===== src/rtl/fth_pkg.sv =====
package fth_pkg;
  typedef enum logic {
    SEL_SRC = 1'b0,
    SEL_DST = 1'b1
  } rd_sel_e;
endpackage


===== src/rtl/fth_capture.sv =====
module fth_capture #(
  parameter int ADDR_W = 28
) (
  input  logic              clk,
  input  logic              rst_n,
  input  logic              mrst,
  input  logic              fetch_valid,
  input  logic [ADDR_W-1:0] fetch_addr,
  input  logic              br_taken,
  output logic              push,
  output logic [ADDR_W-1:0] push_src,
  output logic [ADDR_W-1:0] push_dst
);
  logic [ADDR_W-1:0] last_q;
  logic [ADDR_W-1:0] src_q;
  logic              wait_q;

  // Address registers carry no reset; their contents are don't-care until used.
  always_ff @(posedge clk) begin
    if (fetch_valid) last_q <= fetch_addr;
    if (br_taken)    src_q  <= fetch_valid ? fetch_addr : last_q;
  end

  always_ff @(posedge clk or negedge rst_n) begin
    if (!rst_n)                wait_q <= 1'b0;
    else if (mrst)             wait_q <= 1'b0;
    else if (br_taken)         wait_q <= 1'b1;
    else if (fetch_valid)      wait_q <= 1'b0;
  end

  assign push     = wait_q && fetch_valid && !br_taken && !mrst;
  assign push_src = src_q;
  assign push_dst = fetch_addr;
endmodule


===== src/rtl/fth_store.sv =====
module fth_store #(
  parameter int DEPTH  = 8,
  parameter int ADDR_W = 28
) (
  input  logic              clk,
  input  logic              rst_n,
  input  logic              mrst,
  input  logic              push,
  input  logic [ADDR_W-1:0] push_src,
  input  logic [ADDR_W-1:0] push_dst,
  input  logic [DEPTH-1:0]  clr,
  output logic [DEPTH-1:0]  vld,
  output logic [ADDR_W-1:0] src [DEPTH],
  output logic [ADDR_W-1:0] dst [DEPTH]
);
  logic [DEPTH-1:0] vld_nxt;

  for (genvar i = 0; i < DEPTH; i++) begin : g_slot
    if (i == 0) begin : g_head
      always_ff @(posedge clk) begin
        if (push) begin
          src[i] <= push_src;
          dst[i] <= push_dst;
        end
      end
      assign vld_nxt[i] = push ? 1'b1 : (vld[i] & ~clr[i]);
    end else begin : g_body
      always_ff @(posedge clk) begin
        if (push) begin
          src[i] <= src[i-1];
          dst[i] <= dst[i-1];
        end
      end
      assign vld_nxt[i] = push ? (vld[i-1] & ~clr[i-1]) : (vld[i] & ~clr[i]);
    end
  end

  always_ff @(posedge clk or negedge rst_n) begin
    if (!rst_n)    vld <= '0;
    else if (mrst) vld <= '0;
    else           vld <= vld_nxt;
  end
endmodule


===== src/rtl/fth_readout.sv =====
module fth_readout
  import fth_pkg::*;
#(
  parameter int DEPTH  = 8,
  parameter int ADDR_W = 28,
  parameter int DATA_W = 32
) (
  input  logic              clk,
  input  logic              rst_n,
  input  logic              mrst,
  input  logic              rd_en,
  input  logic              rd_sel,
  input  logic [DEPTH-1:0]  vld,
  input  logic [ADDR_W-1:0] src [DEPTH],
  input  logic [ADDR_W-1:0] dst [DEPTH],
  output logic [DEPTH-1:0]  clr,
  output logic              rd_ack,
  output logic [DATA_W-1:0] rd_data
);
  localparam int IDX_W = (DEPTH > 1) ? $clog2(DEPTH) : 1;
  localparam int PAD_W = DATA_W - 1 - ADDR_W;

  logic             hit;
  logic [IDX_W-1:0] idx;
  logic [DATA_W-1:0] word;
  logic             is_dst;

  assign is_dst = (rd_sel == SEL_DST);

  // Lowest valid slot is the newest unread entry.
  always_comb begin
    hit = 1'b0;
    idx = '0;
    for (int i = DEPTH - 1; i >= 0; i--) begin
      if (vld[i]) begin
        hit = 1'b1;
        idx = IDX_W'(i);
      end
    end
  end

  assign clr  = (rd_en && is_dst && hit && !mrst) ? (DEPTH'(1) << idx) : '0;
  assign word = hit ? {1'b1, {PAD_W{1'b0}}, (is_dst ? dst[idx] : src[idx])} : '0;

  always_ff @(posedge clk or negedge rst_n) begin
    if (!rst_n)    rd_ack <= 1'b0;
    else if (mrst) rd_ack <= 1'b0;
    else           rd_ack <= rd_en;
  end

  always_ff @(posedge clk) begin
    if (rd_en) rd_data <= word;
  end
endmodule


===== src/rtl/flow_trace_hist.sv =====
module flow_trace_hist #(
  parameter int DEPTH  = 8,
  parameter int ADDR_W = 28,
  parameter int DATA_W = 32
) (
  input  logic              clk,
  input  logic              rst_n,
  input  logic              mrst,
  input  logic              fetch_valid,
  input  logic [ADDR_W-1:0] fetch_addr,
  input  logic              br_taken,
  input  logic              rd_en,
  input  logic              rd_sel,
  output logic              rd_ack,
  output logic [DATA_W-1:0] rd_data
);
  logic              push;
  logic [ADDR_W-1:0] push_src;
  logic [ADDR_W-1:0] push_dst;
  logic [DEPTH-1:0]  slot_vld;
  logic [DEPTH-1:0]  slot_clr;
  logic [ADDR_W-1:0] slot_src [DEPTH];
  logic [ADDR_W-1:0] slot_dst [DEPTH];

  fth_capture #(.ADDR_W(ADDR_W)) u_cap (
    .clk(clk), .rst_n(rst_n), .mrst(mrst),
    .fetch_valid(fetch_valid), .fetch_addr(fetch_addr), .br_taken(br_taken),
    .push(push), .push_src(push_src), .push_dst(push_dst)
  );

  fth_store #(.DEPTH(DEPTH), .ADDR_W(ADDR_W)) u_store (
    .clk(clk), .rst_n(rst_n), .mrst(mrst),
    .push(push), .push_src(push_src), .push_dst(push_dst),
    .clr(slot_clr), .vld(slot_vld), .src(slot_src), .dst(slot_dst)
  );

  fth_readout #(.DEPTH(DEPTH), .ADDR_W(ADDR_W), .DATA_W(DATA_W)) u_rd (
    .clk(clk), .rst_n(rst_n), .mrst(mrst),
    .rd_en(rd_en), .rd_sel(rd_sel),
    .vld(slot_vld), .src(slot_src), .dst(slot_dst),
    .clr(slot_clr), .rd_ack(rd_ack), .rd_data(rd_data)
  );
endmodule


===== config.mk =====
export PLATFORM = sky130hd
export DESIGN_NAME = flow_trace_hist
export DESIGN_NICKNAME = d
export VERILOG_FILES = /design/src/rtl/fth_pkg.sv /design/src/rtl/fth_capture.sv /design/src/rtl/fth_store.sv /design/src/rtl/fth_readout.sv /design/src/rtl/flow_trace_hist.sv
export SDC_FILE = /design/constraint.sdc
export NUM_CORES = 1
export LEC_CHECK = 0
export BUFFER_PORTS_ARGS = -buffer_cell sky130_fd_sc_hd__buf_2
export CORE_AREA = 2 2 261 263
export CTS_BUF_LIST = sky130_fd_sc_hd__clkbuf_8
export DETAILED_ROUTE_END_ITERATION = 10
export DIE_AREA = 0 0 263 265
export PLACE_DENSITY = 0.51
export SYNTH_ARGS = -nofsm -noshare
export SYNTH_HDL_FRONTEND = slang
export SYNTH_SLANG_ARGS = --single-unit

===== constraint.sdc =====
create_clock -name clk -period 41.4 [get_ports clk]
set_input_delay 10.35 -clock clk [delete_from_list [all_inputs] [get_ports clk]]
set_output_delay 10.35 -clock clk [all_outputs]
set_load 0.02 [all_outputs]

# Word level (Yosys, flattened, before mapping)
# Cells that the tools add are included.
# word_totals
reg_bits,546
in_bits,35
output_inout_bits,33
elab_cells,90
# classes
magnitude_cmp,1
n_shift,1
muxes,39
n_bitwise,17
reduce_logical,9
# ops
cell,count
28-bit binary-select mux with 3-bit select,2
28-bit two-way mux,6
32-bit two-way mux,1
3-bit two-way mux,8
1-bit two-way mux,20
8-bit two-way mux,2
1-bit bitwise AND,8
1-bit inverter,8
"1-bit by 3-bit left shift with 8-bit output, first input constant",1
1-bit logical AND,6
"4-bit greater-or-equal comparator, second input constant",1
3-bit inverter with 4-bit output,1
3-bit nonzero test,1
1-bit logical NOT,2

# Logic depth before layout (Yosys ltp)
# Gate-level depths: netlist of run 1.
# logic_depth
ltp_word,15
mapped_depth,9
ltp_nobuf,6

# By module
# Synthesis of run 1 repeated with hierarchy kept, for this count alone.
# unflattened
cells_unflattened,1296
area_unflattened_um2,21669.5
# by_module_without_submodules
module,n_inst,cells_per_inst,area_per_inst_um2,seq_area_each_um2
fth_store,1,476,13775.7,13653.1
fth_readout,1,699,5774.3,895.9
fth_capture,1,121,2119.5,1426.4

# Worst setup path before layout of run 1
# No wires, ideal clock.
# synth_timing
path_kind,input -> register
start,in br_taken
end,reg u_store.vld[4]
setup_ns,0.186
t_arrival_ns,39.177
required_ns,41.214
setup_slack_ns,2.037
path_stages,3
n_path_buf,0
cell_sequence,nor4b_2 > inv_1 > o32ai_1
# synth_between
elab_chain_cells,5
# synth_lines
item,line_no,text
"start, declared",flow_trace_hist.sv:11,"input logic br_taken,"
1-bit logical NOT,fth_capture.sv:31,assign push = wait_q && fetch_valid && !br_taken && !mrst;
1-bit logical AND (2 in a row),fth_capture.sv:31,
1-bit two-way mux,fth_store.sv:34,assign vld_nxt[i] = push ? (vld[i-1] & ~clr[i-1]) : (vld[i] & ~clr[i]);
8-bit two-way mux,fth_store.sv:40,else if (mrst) vld <= '0;
"end signal, assigned",fth_store.sv:41,else vld <= vld_nxt;
"end, declared",fth_store.sv:12,"output logic [DEPTH-1:0] vld,"
# Every way passes these cells.
# A chain may end at the register's enable or synchronous reset.

# Final worst setup path of run 1
# layout_timing
start,in fetch_valid
end,reg u_store.dst[180] (netlist bit) (enable)
# layout_between
elab_chain_cells,3
# layout_lines
item,line_no,text
"start, declared",flow_trace_hist.sv:9,"input logic fetch_valid,"
1-bit logical AND (3 in a row),fth_capture.sv:31,
net push,flow_trace_hist.sv:17,logic push;
"end signal, assigned by index",fth_store.sv:31,dst[i] <= dst[i-1];
"end, declared",fth_store.sv:14,output logic [ADDR_W-1:0] dst [DEPTH]
# The timed path passes the listed nets, and every way through them passes these cells.

==> results of run 1 <==
==> how the worst min path moves through the flow <==
stage | slack, ns | endpoint | cells after the start | from
6_report | 0.41 | u_store.src[212]$_DFFE_PP_ | 0 | u_cap.push_src[16]$_DFFE_PP_
5_1_grt | 0.41 | u_store.src[212]$_DFFE_PP_ | 0 | u_cap.push_src[16]$_DFFE_PP_
4_1_cts | 0.41 | u_store.src[212]$_DFFE_PP_ | 0 | u_cap.push_src[16]$_DFFE_PP_
3_5_place_dp | 0.40 | u_store.src[198]$_DFFE_PP_ | 0 | u_cap.push_src[2]$_DFFE_PP_
3_3_place_gp | 0.40 | u_store.src[219]$_DFFE_PP_ | 0 | u_cap.push_src[23]$_DFFE_PP_
2_1_floorplan | 0.40 | u_store.src[196]$_DFFE_PP_ | 0 | u_cap.push_src[0]$_DFFE_PP_
==> power by group through the flow <==
stage	registers, mW	clock network, mW	logic, mW
after detailed placement	0.624	0	0.0224
after global placement	0.624	0	0.0219
after floorplan	0.630	0	0.0107
after global routing	0.613	0.489	0.0239
after CTS	0.613	0.467	0.0224
final	0.613	0.450	0.0217
==> registers in the layout, summed over array words and instances, names as in the netlist <==
name / count
u_cap.last_q: 28
u_cap.push_src: 28
u_cap.wait_q: 1
u_rd.rd_ack: 1
u_rd.rd_data: 29
u_store.dst: 224
u_store.src: 224
u_store.vld: 8
==> stage by stage <==
| stage | area [µm²] | util, % | power (mW) | hold WS [ns] |
|---|---|---|---|---|
| after floorplan | 19900 | - | 0.640 | 0.400 |
| after global placement | 21200 | 31.7 | 0.645 | 0.402 |
| after detailed placement | 21200 | 31.7 | 0.646 | 0.405 |
| after CTS | 22900 | 34.3 | 1.10 | 0.412 |
| after global routing | 22900 | 34.3 | 1.13 | 0.413 |
| final | 22900 | 34.3 | 1.08 | 0.409 |
==> kinds of logic after synthesis <==
logic type,after synthesis,synth area share (%)
buffers and inverters,81,1.98
AND/OR/NAND/NOR,45,1.29
AO/OA/AOI/OAI,319,11.9
other,1,0.0188
flip-flops,543,80.2
multiplexers,88,4.60
XOR/XNOR,1,0.0440
==> routing by layer <==
metal / vias to the layer above / wire [µm] / global-route usage, % / share of wire, %
li1: 4705 / - / - / -
met5: - / 29 / 0 / 0.069
met4: 4 / 970 / 4.99 / 2.3
met2: 259 / 20600 / 19.7 / 49
met3: 57 / 2150 / 2.58 / 5.1
met1: 5304 / 18200 / 15.2 / 43
==> synthesized netlist by cell type (2+ instances only) <==
master      n  area, µm²
a21oi_1    51        255
buf_6       3       33.8
edfxtp_1  505      15200
buf_1       3       11.3
nor2_1     11       41.3
a221oi_2   10        150
dfxtp_1    28        561
buf_4      10       75.1
nand2_1     7       26.3
clkbuf_1   33        124
a221o_1     6       60.1
o21ai_1    29        145
nand2b_1    3       18.8
a21oi_2     2       17.5
nand3_1    10       50.1
a22oi_1    52        390
buf_2      25        125
mux2i_1    60        601
o21ai_0    34        170
a221oi_1  100        876
inv_1       6       22.5
nor3_1      3       15.0
dfrtp_1    10        250
a22o_1     25        219
mux2_2     28        315
==> worst max-delay path, stage by stage <==
cell	delay [ns]
buf_2	0.76
inv_1	0.21
nor4b_4	0.31
buf_12	0.69
buf_4	0.95
buf_4	0.96
==> layout make-up <==
class,instances,area (µm²),share of cell area [%]
tap,873,1090,4.77
sequential,543,16000,69.7
clock buffer,101,1390,6.06
inverter,7,26.3,0.115
clock inverter,58,327,1.42
antenna,3,7.51,0.0328
timing repair buffer,83,475,2.07
multi-input combinational,456,3630,15.8
==> impl_results.md, run 1 <==
* Cell Count Post-Placement at 1962
* Pins over their slew limit at 0
* GRT overflow at 0
* Kind of critical path: input pin to flip-flop
* Crit. Startpoint: fetch_valid
* TritonCTS clock tree: built
* CORE AREA at 66800 µm²
* Peak supply drop at ~0.000022 V
* Clock transition at path regs at 0.06 ns
* Die area at ~70000 µm²
* Post-synth EDFFs at 505
* Maximum Capacitance Violations at 0
* Power per cell area at 47.3 nW/µm²
* RSZ-0062 raised after global routing: no
* DR vias/cell at 4.86
* Most frequent cells in the layout: edfxtp_1, clkbuf_8, a221oi_1, buf_2, mux2i_1
* Post-CTS resize count at 0
* Slew HR at 23.3%
* Least-Margin Pin Slew at 1.15 ns
* Final WS setup at 27.12 ns
* Area Growth Syn to Fin at 15.0%
* Leakage power at 7.59 nW
* Sequential area share after synthesis at 80.2%
* Drt pass-1 iters at 5
* CTS Hold Bufs at 0
* # H-tree levels at 3
* Initial DRC count at 949
* Kind of end point of the critical path: flip-flop
* Seq cells post-synth at 543
* Site Rows at 95
* Layout cell share with drive strength beyond 1 at 20.2%
* Die span in y at 265 µm
* Routability cong. at slightly below 0.7
* Setup bufs post-CTS at 0
* GRT Total Usage at 11.9%
* Reg2reg end: u_store.dst[180]$_DFFE_PP_
* Vias in the first global route at about 11k
* Cell Area, Synth at about 20000 µm²
* Largest net degree at the start of global routing at about 200
* Fillers at 6334
* DR DRC count at 0
* Internal power at 0.857 mW
* Place WS at ~26 ns
* CTS Buf Count at 85
* R2r worst-path depth at 4
* CP endpoint: u_store.dst[180]$_DFFE_PP_
* Final hold vios at 0
* Initial antenna violation count at 4
* Die Wd at 263 µm
* Startpoint Class: input pin
* Combinational share of power at around 2%
* Post-DR wirelength/cell at 19.7 µm
* FMAX at about 70 MHz
* # setup viols final at 0
* Post-Synthesis Cells at 1078
* Post-synth ARST share at between 1.5 and 2%
* Post-DP HPWL at approximately 21000 µm
* CTS root buffer: clkbuf_8
* IO Pins at 68
* Final Critical Period at 14.28 ns
* Yosys Warn Count at 0
* CP required at 41.65 ns
* Clock power share at 41.5%
* Final Cycle Share at 34.5%
* Final WL at 41900 µm
* Commonest non-fill, non-tap cell in the layout: edfxtp_1
* Global-route wire length before repair at 64600 µm
* Initial Util at 29.8%
* Psw at 0.228 mW
* Non-filler cells, final at 2124
* Outcome: finished, final reports clean
* Cell variety after synth at between 40 and 50
* CTS Sinks at between 500 and 600
* Sw Share at 21.0%
* Reg2Reg Setup Slack at 37.54 ns
* Sequential power share at roughly 56%
* Via count at around 10k
* CP Max Fanout at 203
* Buffers on Ports at 64
* Reg2reg start: u_cap.wait_q$_DFFE_PN0P_
* Critical path arrival at 14.52 ns
* Avg Inst Size Synth at 18.5 µm²
* Post-route setup TNS at 0 ns
* Final antenna-violating net count at 0
* Final net count at between 1k and 1.5k
* Max clock buf depth at 3
* Clock latency on the worst-skew pair at 0.65 ns
* Clk_skew at 0.0195 ns
* Most used flip-flop cell after synthesis: edfxtp_1
* Hold Crit Class: flip-flop to flip-flop
Power figures use the tool's default switching activity.
==> inputs of run 2 (changes only) <==
Settings changed: ABC_AREA set to 1, CORE_AREA 2 2 261 263 to 2 2 272 274, DIE_AREA 0 0 263 265 to 0 0 274 276.
Clock period 41.4 ns to 14.5 ns, I/O delays scaled along.
==> run 2 against run 1 <==
Net effect:
- worst hold slack improved by 0.012 ns
- non-clock buffer count increased by 2
- total power increased to 2.8 times the previous value
- critical path depth increased by 1
- combinational power increased to 3.2 times the previous value
- routed wire length increased by 25%
- synthesized cell count increased by 67%
- first-iteration DRC count increased by 61%
- critical path type unchanged
- highest routed layer is now met4
==> impl_results.md, run 2 <==
* Kind of end point of the critical path: flip-flop
* Final net count at 1888
* Max clock buf depth at 3
* Non-filler cells, final at roughly 2.9k
* Cell Area, Synth at 21700 µm²
* Post-synth ARST share at 1.84%
* Post-CTS resize count at 0
* FMAX at 142 MHz
* Via count at 13.6k
* Area share of the largest cell type after synthesis at 70.0%
* Post-synth EDFFs at 505
* Clock latency on the worst-skew pair at 0.66 ns
* RSZ-0062 raised after global routing: no
* Internal power at 2.34 mW
* Die Wd at ~270 µm
* # H-tree levels at 3
* Hold Crit Class: flip-flop to flip-flop
* Leakage power at 9.03 nW
* CTS Sinks at 543
* Final Cycle Share at 48.6%
* Final WL at 52300 µm
* Buffers on Ports at 64
* # setup viols final at 0
* Post-route setup TNS at 0 ns
* Initial antenna violation count at 4
* Final antenna-violating net count at 0
* Clock power share at 39.3%
* Final hold vios at 0
* Global-route wire length before repair at 80000 µm
* Post-DP HPWL at 28200 µm
* Startpoint Class: input pin
* Seq cells post-synth at 543
* Critical path arrival at 7.31 ns
* Vias in the first global route at 13.2k
* Most used flip-flop cell after synthesis: edfxtp_1
* Sw Share at a little over a fifth
* Cell Count Post-Placement at 2726
* Most frequent CP cell: buf_4
* GRT overflow at 0
* Crit path cell chain: buf_2 -> buf_4 -> inv_1 -> nand4_1 -> inv_8 -> buf_4 -> buf_4
* Initial Util at 29.9%
* Combinational share of power at 2.3%
* Cell variety after synth at 24
* Power per cell area at 123 nW/µm²
* Crit-path leading delay family: buffers and inverters
* Yosys Warn Count at 0
* CTS Buf Count at 84
* Largest net degree at the start of global routing at a little under 200
* Avg Inst Size Synth at between 10 and 15 µm²
* Pins over their slew limit at 0
* Psw at ~0.66 mW
* Routability cong. at 0.766
* Kind of critical path: input pin to flip-flop
* Clk_skew at about 0.022 ns
* Site Rows at 99
* Sequential power share at around three fifths
* Least-Margin Pin Slew at ~1.1 ns
* Dominant cell type by area after synthesis: edfxtp_1
* Most frequent cells in the layout: edfxtp_1, nand3_1, nand2_1, nor2_1, inv_1
* Crit path max-delay cell type: buf_4
* Worst path bufs/invs at 6
* GRT Total Usage at between 10% and 20%
* Top flop regs: u_store.dst (224), u_store.src (224), u_rd.rd_data (29)
* Clock transition at path regs at 0.06 ns
* Setup bufs post-CTS at 0
* Post-DR wirelength/cell at 18.2 µm
* Final Critical Period at 7.05 ns
* DR vias/cell at around 4.7
* Peak supply drop at approximately 0.000060 V
* Slowest stage delay, CP at 0.91 ns
* Layout cell share with drive strength beyond 1 at 10.8%
* Die area at 75600 µm²
* CTS root buffer: clkbuf_8
* DR DRC count at 0
* Maximum Capacitance Violations at 0
* CP required at 14.76 ns
* CTS Hold Bufs at 0
* CP Max Fanout at 143
* Most frequent cell after synthesis: edfxtp_1
* Drt pass-1 iters at 5
* Commonest non-fill, non-tap cell in the layout: edfxtp_1
* IO Pins at 68
* Sequential area share after synthesis at 73.7%
* Ranking of synthesized cells by area: edfxtp_1, nand3_1, nand2_1
* Initial DRC count at 1527
* TritonCTS clock tree: built
* CORE AREA at 72600 µm²
* Synth cell count leaders: edfxtp_1, nand3_1, nand2_1
* Post-Synthesis Cells at 1805
* Outcome: finished, final reports clean
* Die span in y at 276 µm
* Slew HR at between 20% and 30%
* Area Growth Syn to Fin at 12.6%
## run 2: metrics by stage
stage	hold WS [ns]	cell area (µm²)	util [%]	worst slack [ns]	total power [mW]
after floorplan	0.400	21700	-	0.509	1.82
after global placement	0.407	22900	31.5	6.77	1.85
after detailed placement	0.407	22900	31.5	6.72	1.85
after CTS	0.421	24400	33.6	7.43	3.04
after global routing	0.428	24400	33.6	7.15	3.10
final	0.421	24400	33.6	7.45	3.00
## run 2: metal layers
| layer | GRT usage (%) | vias to the layer above | part of all wire, % |
|---|---|---|---|
| li1 | - | 6525 | - |
| met1 | 19.1 | 6599 | 46 |
| met2 | 21.4 | 401 | 47 |
| met3 | 2.03 | 64 | 5.7 |
| met4 | 4.74 | 0 | 1.8 |
| met5 | 0 | - | 0 |
## run 2: kinds of logic after synthesis
group / synth area share (%)
DFF: 73.7
other: 0.0173
AOI/OAI and AO/OA: 1.11
and+or+nand+nor: 20.3
buffers and inverters: 4.91
## run 2: cell type report
cell class / instances / area [µm²]
multi-input combinational: 1006 / 4700
clock inverter: 59 / 253
sequential: 543 / 16000
fill: 7253 / 48200
tap: 959 / 1200
inverter: 133 / 508
antenna: 2 / 5.00
clock buffer: 93 / 1280
timing repair buffer: 85 / 490
## run 2: power groups by stage
| stage | Clock (mW) | Sequential, mW | Combinational, mW |
|---|---|---|---|
| 6_report | 1.18 | 1.75 | 0.0693 |
| 5_1_grt | 1.28 | 1.75 | 0.0768 |
| 4_1_cts | 1.22 | 1.75 | 0.0711 |
| 3_5_place_dp | 0 | 1.78 | 0.0709 |
| 3_3_place_gp | 0 | 1.78 | 0.0694 |
| 2_1_floorplan | 0 | 1.79 | 0.0332 |
## run 2: worst reg2reg max path, cell delays in order, from the launching register on
cell     delay [ns]
dfrtp_1        0.35
nand4_1        0.37
inv_8          0.78
buf_4          1.00
buf_4          0.91
## run 2: worst paths after layout
check,from,slack (ns),depth (start not counted),endpoint
worst max-delay path,br_taken,7.45,7,u_store.src[160]$_DFFE_PP_
worst min-delay path,u_cap.push_src[26]$_DFFE_PP_,0.42,0,u_store.src[222]$_DFFE_PP_
worst max register to register,u_cap.wait_q$_DFFE_PN0P_,10.62,4,u_store.src[160]$_DFFE_PP_
worst min register to register,u_cap.push_src[26]$_DFFE_PP_,0.42,0,u_store.src[222]$_DFFE_PP_
max in group asynchronous,rst_n,11.41,1,u_store.vld[6]$_DFF_PN0_
min in group asynchronous,rst_n,2.86,1,u_rd.rd_ack$_DFF_PN0_
